$ cat config.mk
export PLATFORM = sky130hd
export DESIGN_NAME = pwm_buf_top
export DESIGN_NICKNAME = d
export VERILOG_FILES = /design/src/rtl/pwm_buf_pkg.sv /design/src/rtl/pwm_buf_counter.sv /design/src/rtl/pwm_buf_channel.sv /design/src/rtl/pwm_buf_top.sv
export SDC_FILE = /design/constraint.sdc
export NUM_CORES = 1
export LEC_CHECK = 0
export ABC_CLOCK_PERIOD_IN_PS = 3380
export BUFFER_PORTS_ARGS = -buffer_cell sky130_fd_sc_hd__buf_2
export CAP_MARGIN = 20
export CORE_MARGIN = 1
export CORE_UTILIZATION = 55
export CTS_BUF_LIST = sky130_fd_sc_hd__clkbuf_16
export DETAILED_ROUTE_END_ITERATION = 10
export GPL_TIMING_DRIVEN = 0
export PLACE_DENSITY = 0.76
export SETUP_SLACK_MARGIN = 0.5
export SLEW_MARGIN = 10
export SYNTH_ARGS = -nofsm -noshare
export SYNTH_HDL_FRONTEND = slang
export SYNTH_HIERARCHICAL = 1
export SYNTH_SLANG_ARGS = --single-unit
$ cat constraint.sdc
create_clock -name clk -period 3.38 [get_ports clk]
set_input_delay 0.507 -clock clk [delete_from_list [all_inputs] [get_ports clk]]
set_output_delay 0.507 -clock clk [all_outputs]
set_load 0.1 [all_outputs]
$ cat src/rtl/pwm_buf_pkg.sv
package pwm_buf_pkg;

    localparam int CNT_W   = 10;
    localparam int MIN_RES = 8;
    localparam int NCH     = 2;
    localparam int RES_SELW = 2;

    typedef logic [CNT_W-1:0] cval_t;

    typedef enum logic [1:0] {
        WS_CMP_A = 2'b00,
        WS_CMP_B = 2'b01,
        WS_FLAGS = 2'b10,
        WS_NONE  = 2'b11
    } wsel_e;

    typedef enum logic [1:0] {
        OM_DISC0  = 2'b00,
        OM_DISC1  = 2'b01,
        OM_NONINV = 2'b10,
        OM_INV    = 2'b11
    } omode_e;

    typedef struct packed {
        cval_t cnt;
        cval_t top;
        logic  up;
        logic  at_top;
        logic  ovf_evt;
    } tick_t;

    // Ceiling for a resolution code; code 3 is treated as the widest setting.
    function automatic cval_t top_of(input logic [RES_SELW-1:0] code);
        int n;
        n = MIN_RES + ((code == 2'b11) ? 2 : int'(code));
        return cval_t'((1 << n) - 1);
    endfunction

    // Output level decoded from the registered count and active compare value.
    function automatic logic wave(input logic dual, input omode_e m,
                                  input cval_t cnt, input cval_t act, input cval_t top);
        logic base;
        if (dual) base = (act == top) || (cnt < act);
        else      base = (cnt <= act);
        case (m)
            OM_NONINV: return base;
            OM_INV:    return !base;
            default:   return 1'b0;
        endcase
    endfunction

endpackage

$ cat src/rtl/pwm_buf_counter.sv
module pwm_buf_counter
    import pwm_buf_pkg::*;
(
    input  logic                clk,
    input  logic                rst,
    input  logic [RES_SELW-1:0] res,
    input  logic                dual,
    input  logic                ovf_clr,
    output tick_t               tick,
    output logic                ovf_flag
);

    cval_t cnt_q, cnt_d, top;
    logic  up_q, up_d;
    logic  at_top, ovf_evt;

    always_comb begin
        top     = top_of(res);
        at_top  = (cnt_q >= top);
        ovf_evt = dual ? (cnt_q == '0) : at_top;
    end

    always_comb begin
        cnt_d = cnt_q;
        up_d  = up_q;
        if (!dual) begin
            up_d  = 1'b1;
            cnt_d = at_top ? '0 : cnt_q + cval_t'(1);
        end else if (up_q) begin
            if (at_top) begin
                cnt_d = top - cval_t'(1);
                up_d  = 1'b0;
            end else begin
                cnt_d = cnt_q + cval_t'(1);
            end
        end else begin
            if (cnt_q == '0) begin
                cnt_d = cval_t'(1);
                up_d  = 1'b1;
            end else begin
                cnt_d = cnt_q - cval_t'(1);
            end
        end
    end

    always_ff @(posedge clk) begin
        if (rst) begin
            cnt_q    <= '0;
            up_q     <= 1'b1;
            ovf_flag <= 1'b0;
        end else begin
            cnt_q <= cnt_d;
            up_q  <= up_d;
            if (ovf_evt)      ovf_flag <= 1'b1;
            else if (ovf_clr) ovf_flag <= 1'b0;
        end
    end

    always_comb begin
        tick.cnt     = cnt_q;
        tick.top     = top;
        tick.up      = up_q;
        tick.at_top  = at_top;
        tick.ovf_evt = ovf_evt;
    end

    AST_CNT_BOUND: assert property (@(posedge clk) disable iff (rst)
        (cnt_q <= top) |=> (cnt_q <= top) || !$stable(res));
    AST_SINGLE_WRAP: assert property (@(posedge clk) disable iff (rst)
        (!dual && cnt_q == top) |=> (cnt_q == '0) || !$stable(dual) || !$stable(res));
    AST_DUAL_LEAVE_ZERO: assert property (@(posedge clk) disable iff (rst)
        (dual && cnt_q == '0) |=> (cnt_q == cval_t'(1)) || !$stable(dual));
    AST_OVF_STICKY: assert property (@(posedge clk) disable iff (rst)
        ovf_evt |=> ovf_flag);

endmodule

$ cat src/rtl/pwm_buf_channel.sv
module pwm_buf_channel
    import pwm_buf_pkg::*;
(
    input  logic   clk,
    input  logic   rst,
    input  logic   dual,
    input  omode_e mode,
    input  tick_t  tick,
    input  logic   wr,
    input  cval_t  wdata,
    input  logic   flag_clr,
    output cval_t  shadow,
    output logic   pwm,
    output logic   flag
);

    cval_t sh_q, act_q;
    logic  match;

    always_comb match = (tick.cnt == act_q);

    always_ff @(posedge clk) begin
        if (rst) begin
            sh_q  <= '0;
            act_q <= '0;
            flag  <= 1'b0;
        end else begin
            if (wr)          sh_q  <= wdata & tick.top;
            if (tick.at_top) act_q <= sh_q & tick.top;
            if (match)         flag <= 1'b1;
            else if (flag_clr) flag <= 1'b0;
        end
    end

    always_comb begin
        shadow = sh_q;
        pwm    = wave(dual, mode, tick.cnt, act_q, tick.top);
    end

    AST_ACTIVE_HOLDS: assert property (@(posedge clk) disable iff (rst)
        !tick.at_top |=> $stable(act_q));
    AST_LATCH_AT_TOP: assert property (@(posedge clk) disable iff (rst)
        tick.at_top |=> (act_q == ($past(sh_q) & $past(tick.top))));
    AST_TOP_HELD_HIGH: assert property (@(posedge clk) disable iff (rst)
        (mode == OM_NONINV && act_q == tick.top) |-> pwm);
    AST_DISC_LOW: assert property (@(posedge clk) disable iff (rst)
        (mode == OM_DISC0 || mode == OM_DISC1) |-> !pwm);
    AST_CMP_FLAG: assert property (@(posedge clk) disable iff (rst)
        match |=> flag);

endmodule

$ cat src/rtl/pwm_buf_top.sv
module pwm_buf_top
    import pwm_buf_pkg::*;
(
    input  logic                clk,
    input  logic                rst,
    input  logic [RES_SELW-1:0] cfg_res,
    input  logic                cfg_dual,
    input  logic [1:0]          cfg_mode_a,
    input  logic [1:0]          cfg_mode_b,
    input  logic                bus_wr,
    input  logic [1:0]          bus_sel,
    input  logic [CNT_W-1:0]    bus_wdata,
    input  logic                bus_rsel,
    output logic [CNT_W-1:0]    bus_rdata,
    output logic [CNT_W-1:0]    cnt_val,
    output logic                pwm_a,
    output logic                pwm_b,
    output logic                flag_ovf,
    output logic                flag_cmp_a,
    output logic                flag_cmp_b
);

    tick_t  tick;
    omode_e mode_v [NCH];
    cval_t  sh_v   [NCH];
    logic   pwm_v  [NCH];
    logic   flag_v [NCH];
    logic   flag_wr;

    always_comb begin
        mode_v[0] = omode_e'(cfg_mode_a);
        mode_v[1] = omode_e'(cfg_mode_b);
        flag_wr   = bus_wr && (wsel_e'(bus_sel) == WS_FLAGS);
    end

    pwm_buf_counter u_counter (
        .clk      (clk),
        .rst      (rst),
        .res      (cfg_res),
        .dual     (cfg_dual),
        .ovf_clr  (flag_wr && bus_wdata[0]),
        .tick     (tick),
        .ovf_flag (flag_ovf)
    );

    for (genvar ch = 0; ch < NCH; ch++) begin : g_ch
        pwm_buf_channel u_channel (
            .clk      (clk),
            .rst      (rst),
            .dual     (cfg_dual),
            .mode     (mode_v[ch]),
            .tick     (tick),
            .wr       (bus_wr && (bus_sel == 2'(ch))),
            .wdata    (bus_wdata),
            .flag_clr (flag_wr && bus_wdata[1 + ch]),
            .shadow   (sh_v[ch]),
            .pwm      (pwm_v[ch]),
            .flag     (flag_v[ch])
        );
    end

    always_comb begin
        bus_rdata  = bus_rsel ? sh_v[1] : sh_v[0];
        cnt_val    = tick.cnt;
        pwm_a      = pwm_v[0];
        pwm_b      = pwm_v[1];
        flag_cmp_a = flag_v[0];
        flag_cmp_b = flag_v[1];
    end

    AST_FLAG_CLEAR: assert property (@(posedge clk) disable iff (rst)
        (flag_wr && bus_wdata[1] && tick.cnt != sh_v[0] && !flag_cmp_a) |=> !flag_cmp_a || $past(tick.at_top));

endmodule

* Word-level counts from Yosys, hierarchy flattened
Cells that the tools add are included.
** Cells by class
- $add $sub $neg :: 5
- $lt $le $gt $ge :: 5
- Multiplexer cells :: 21
- Reduce and logical (&&, ||, !) cells :: 16
- Eq/ne operators :: 11
- Shift operators :: 1
- Bitwise operators :: 4
** Operators with widths (count)
- 10-bit two-way mux :: 6
- 10-bit equality test :: 4
- 5-bit by 32-bit adder with 32-bit output, first input constant :: 1
- 1-bit by 32-bit << shifter with 10-bit output, first input constant :: 1
- 10-bit bitwise AND :: 3
- 10-bit <= comparator :: 2
- 10-bit less-than comparator :: 2
- 10-bit by 1-bit subtractor with 10-bit output, second input constant :: 2
- 2-bit equality test, second input constant :: 6
- 1-bit two-way mux :: 12
- 10-bit by 1-bit adder with 10-bit output, second input constant :: 1
- 10-bit >= comparator :: 1
- 10-bit logical NOT :: 1
- 10-bit by 2-bit subtractor with 10-bit output, second input constant :: 1
- 1-bit logical AND :: 6
- 2-bit nonzero test :: 3
- 1-bit one-hot mux with 2 select lines :: 2
- 2-bit by 1-bit equality test with 1-bit output, second input constant :: 1
- 1-bit logical NOT :: 2
- 2-bit logical NOT :: 1
- 1-bit logical OR :: 2
- 2-bit two-way mux :: 1
- 2-bit OR reduction :: 1
- 1-bit inverter :: 1
** Word-level totals
- Output and inout bits :: 25
- Input bits :: 23
- Word-level logic and storage cells :: 72
- Bits in registers :: 54

* Logic depth before layout (Yosys ltp)
- Depth in word-level cells :: 10
- Mapped depth :: 9
- Depth with buffers taken out :: 7

* By module
The synthesis kept the hierarchy.
** Modules (own cells, without submodules)
- pwm_buf_channel :: seq. area each 420.4 um^2, area an instance 1176.1 um^2, cells each 143, instances 2
- pwm_buf_counter :: seq. area each 240.2 um^2, area an instance 1171.1 um^2, cells each 157, instances 1
- pwm_buf_top :: seq. area each 0.0 um^2, area an instance 207.7 um^2, cells each 16, instances 1

* Worst setup path after synthesis
No wires, ideal clock.
- Path type :: register to output
- Start :: register u_counter.cnt_q[8]
- End :: output pwm_a
- Path slack :: -0.096 ns
- Required time :: 2.873 ns
- Arrival :: 2.969 ns
- Buffers on the path :: 0
- Cell stages (with the launch flop) :: 6
- Cells stage by stage :: dfxtp_1 > ha_1 > and4_1 > a2111oi_1 > or4_1 > and3_1
** On the way
- Longest elaborated chain between the ends :: 5
- Elaborated cells on any way between the ends :: 6
- Those cells by class :: 2 x order compare; 2 x mux; 2 x reduce/logical
** RTL lines
- start, declared :: RTL line pwm_buf_counter.sv:13 : cval_t cnt_q, cnt_d, top;
- start signal, assigned :: RTL line pwm_buf_counter.sv:52 : cnt_q <= cnt_d;
- 10-bit less-than comparator :: RTL line pwm_buf_pkg.sv:43 : if (dual) base = (act == top) || (cnt < act);
- 1-bit logical OR :: RTL line pwm_buf_pkg.sv:43
- 1-bit two-way mux * :: RTL line pwm_buf_pkg.sv:43
- 1-bit logical NOT :: RTL line pwm_buf_pkg.sv:47 : OM_INV: return !base;
- 1-bit one-hot mux with 2 select lines * :: RTL line pwm_buf_pkg.sv:45 : case (m)
- end, declared :: RTL line pwm_buf_top.sv:16 : output logic pwm_a,
Mark *: on every way between the ends. The rest lies on a longest branch, timed or not.

* Worst setup path in the final report
- Start :: register u_counter.cnt_q[7]
- End :: output pwm_b
** On the way
- Longest elaborated chain between the ends :: 5
- Elaborated cells on any way between the ends :: 6
- Those cells by class :: 2 x order compare; 2 x mux; 2 x reduce/logical
** RTL lines
- 10-bit less-than comparator :: RTL line pwm_buf_pkg.sv:43
- 1-bit logical OR :: RTL line pwm_buf_pkg.sv:43
- 1-bit two-way mux * :: RTL line pwm_buf_pkg.sv:43
- 1-bit logical NOT :: RTL line pwm_buf_pkg.sv:47
- 1-bit one-hot mux with 2 select lines * :: RTL line pwm_buf_pkg.sv:45
- end, declared :: RTL line pwm_buf_top.sv:17 : output logic pwm_b,
Marks and branches as above.

==> flow_metrics.env <==
export IMPL_cp_end_kind="output port"
export IMPL_via_count=3565
export IMPL_final_hold_viol_count=0
export IMPL_final_cell_mix="a21oi_1 (56), nand3_1 (50), nand2b_1 (47), buf_2 (45), dfxtp_1 (28)"
export IMPL_grt_pass1_vias=3466
export IMPL_rows=29
export IMPL_insertedDiodeCount=0
export IMPL_ys_warn_count=6
export IMPL_drive_above_1_share_pct=24.4
export IMPL_avgRoutedWirePerCell_um=16.6
export IMPL_clk_latency_ns=0.29
export IMPL_crit_fanout=10
export IMPL_relSlewSlack_pct=57.5
export IMPL_crit_arrival_ns=2.37
export IMPL_cts_hold_buffers=0
export IMPL_core_um2=6420
export IMPL_grt_pass1_wl_mm=16.9
export IMPL_maxSlewViolCount=0
export IMPL_initial_core_util_pct=57.8
export IMPL_setup_viol=0
export IMPL_antenna_found_initial=0
export IMPL_cts_htree_levels=2
export IMPL_critPathLaunchType="flip-flop"
export IMPL_fmax_mhz=348
export IMPL_dp_hpwl_mm=7.38
export IMPL_gp_congestion=0.886
export IMPL_outcome="complete, but fails checks"
export IMPL_worstMarginPinSlew_ns=0.637
export IMPL_drc=9
export IMPL_cts_buffer_depth=2
export IMPL_grt_max_degree=20
export IMPL_period_needed_ns=2.87
export IMPL_numCtsBuffers=5
export IMPL_first_iter_violations=301
export IMPL_clkTransAtPathRegs_ns=0.07
export IMPL_grt_usage_pct=29.7
export IMPL_synth_area_per_cell_um2=8.14
export IMPL_wl_mm=9.91
export IMPL_ioPinCount=48
export IMPL_io_buffers=46
export IMPL_antenna_left=0
export IMPL_die_w_um=84.2
export IMPL_cts_root_buffer="clkbuf_16"
export IMPL_layout_nets=568
export IMPL_hold_path_class="flip-flop to flip-flop"
export IMPL_violations="design-rule violations"
export IMPL_leakage_nw=1.73
export IMPL_critPathRequiredTime_ns=2.87
export IMPL_tritoncts="built"
export IMPL_layout_commonest_cell="a21oi_1"
export IMPL_cts_num_sinks=54
export IMPL_fin_util_pct=68.4
export IMPL_fin_setup_tns_ns=0
export IMPL_worst_setup_path_type="flip-flop to output port"
export IMPL_grt_ovfl_total=0
export IMPL_irDropWorstVdd_mv=0.198
export IMPL_firstDrtPassIters=8
export IMPL_maxCapViolations=0
export IMPL_area_delta_synth_final_pct=18.3
export IMPL_syn_cell_area_um2=3710
export IMPL_syn_inst=456
export IMPL_p_per_area_nw_per_um2=338
export IMPL_whs_ns=0.475
export IMPL_avgViaCountPerCell=5.96
export IMPL_rsz0062_at_grt="true"
export IMPL_period_share_pct=85.0
export IMPL_dieHeight_um=84.2
export IMPL_dieArea_um2=7080
export IMPL_clock_skew_final_ns=0.00577
==> worst max-delay path, stage by stage, from the launching register on <==
cell	delay, ns
dfxtp_4	0.39
ha_1	0.34
nand4_1	0.13
a211oi_2	0.25
a2111oi_2	0.08
or4_1	0.49
and3_2	0.22
buf_8	0.17
==> flip-flops by register name, indices dropped and copies added (netlist names) <==
register / count
g_ch.u_channel/act_q: 20
g_ch.u_channel/flag: 2
g_ch.u_channel/shadow: 20
u_counter/cnt_q: 10
u_counter/ovf_flag: 1
u_counter/up_q: 1
==> power breakdown <==
part	internal (W)	switching (W)	leakage [nW]
Combinational	0.0000993	0.000199	1.21
Sequential	0.000642	0.0000135	0.452
Clock	0.000283	0.000248	0.0752
Total	0.00102	0.000461	1.73
==> worst paths after layout <==
kind	cells after the start	from	end	slack [ns]
max	7	u_counter/cnt_q[7]$_SDFF_PP0_	pwm_b	0.51
min	2	u_counter/ovf_flag$_SDFFE_PP0P_	u_counter/ovf_flag$_SDFFE_PP0P_	0.48
max reg2reg	9	u_counter/cnt_q[1]$_SDFF_PP0_	g_ch[1].u_channel/act_q[5]$_SDFFE_PP0P_	0.79
min reg2reg	2	u_counter/ovf_flag$_SDFFE_PP0P_	u_counter/ovf_flag$_SDFFE_PP0P_	0.48
==> per-stage QoR <==
stage / instance area, um2 / std cells / setup WS, ns / total power (W)
final: 4390 / 598 / 0.506 / 0.00149
after global routing: 4390 / 598 / 0.425 / 0.00155
after CTS: 4280 / 595 / 0.496 / 0.00149
after detailed placement: 4080 / 586 / 0.464 / 0.000954
after global placement: 4080 / 586 / 0.511 / 0.000950
after floorplan: 3750 / 463 / 0.570 / 0.000893
==> routing by layer <==
| layer | vias to the layer above | track usage [%] | share of wire, % |
|---|---|---|---|
| met4 | 0 | 8.62 | 1.6 |
| met2 | 140 | 46.6 | 45 |
| li1 | 1741 | - | - |
| met3 | 18 | 3.54 | 6.8 |
| met5 | - | 0 | 0 |
| met1 | 1666 | 43.0 | 47 |
==> cell type report <==
cell class	count	area, um2
sequential	54	1130
timing repair buffer	50	285
inverter	31	116
tap	77	96.3
fill	538	2030
multi-input combinational	343	2420
clock inverter	3	26.3
buffer	35	186
clock buffer	5	125
==> timing repair <==
action	CTS	global route
setup buffers	1	3
setup endpoints to repair	2	2
pin swaps	3	8
gates cloned	0	0
gates resized for setup	19	22
No activity file was read; power rests on OpenSTA's default activity.
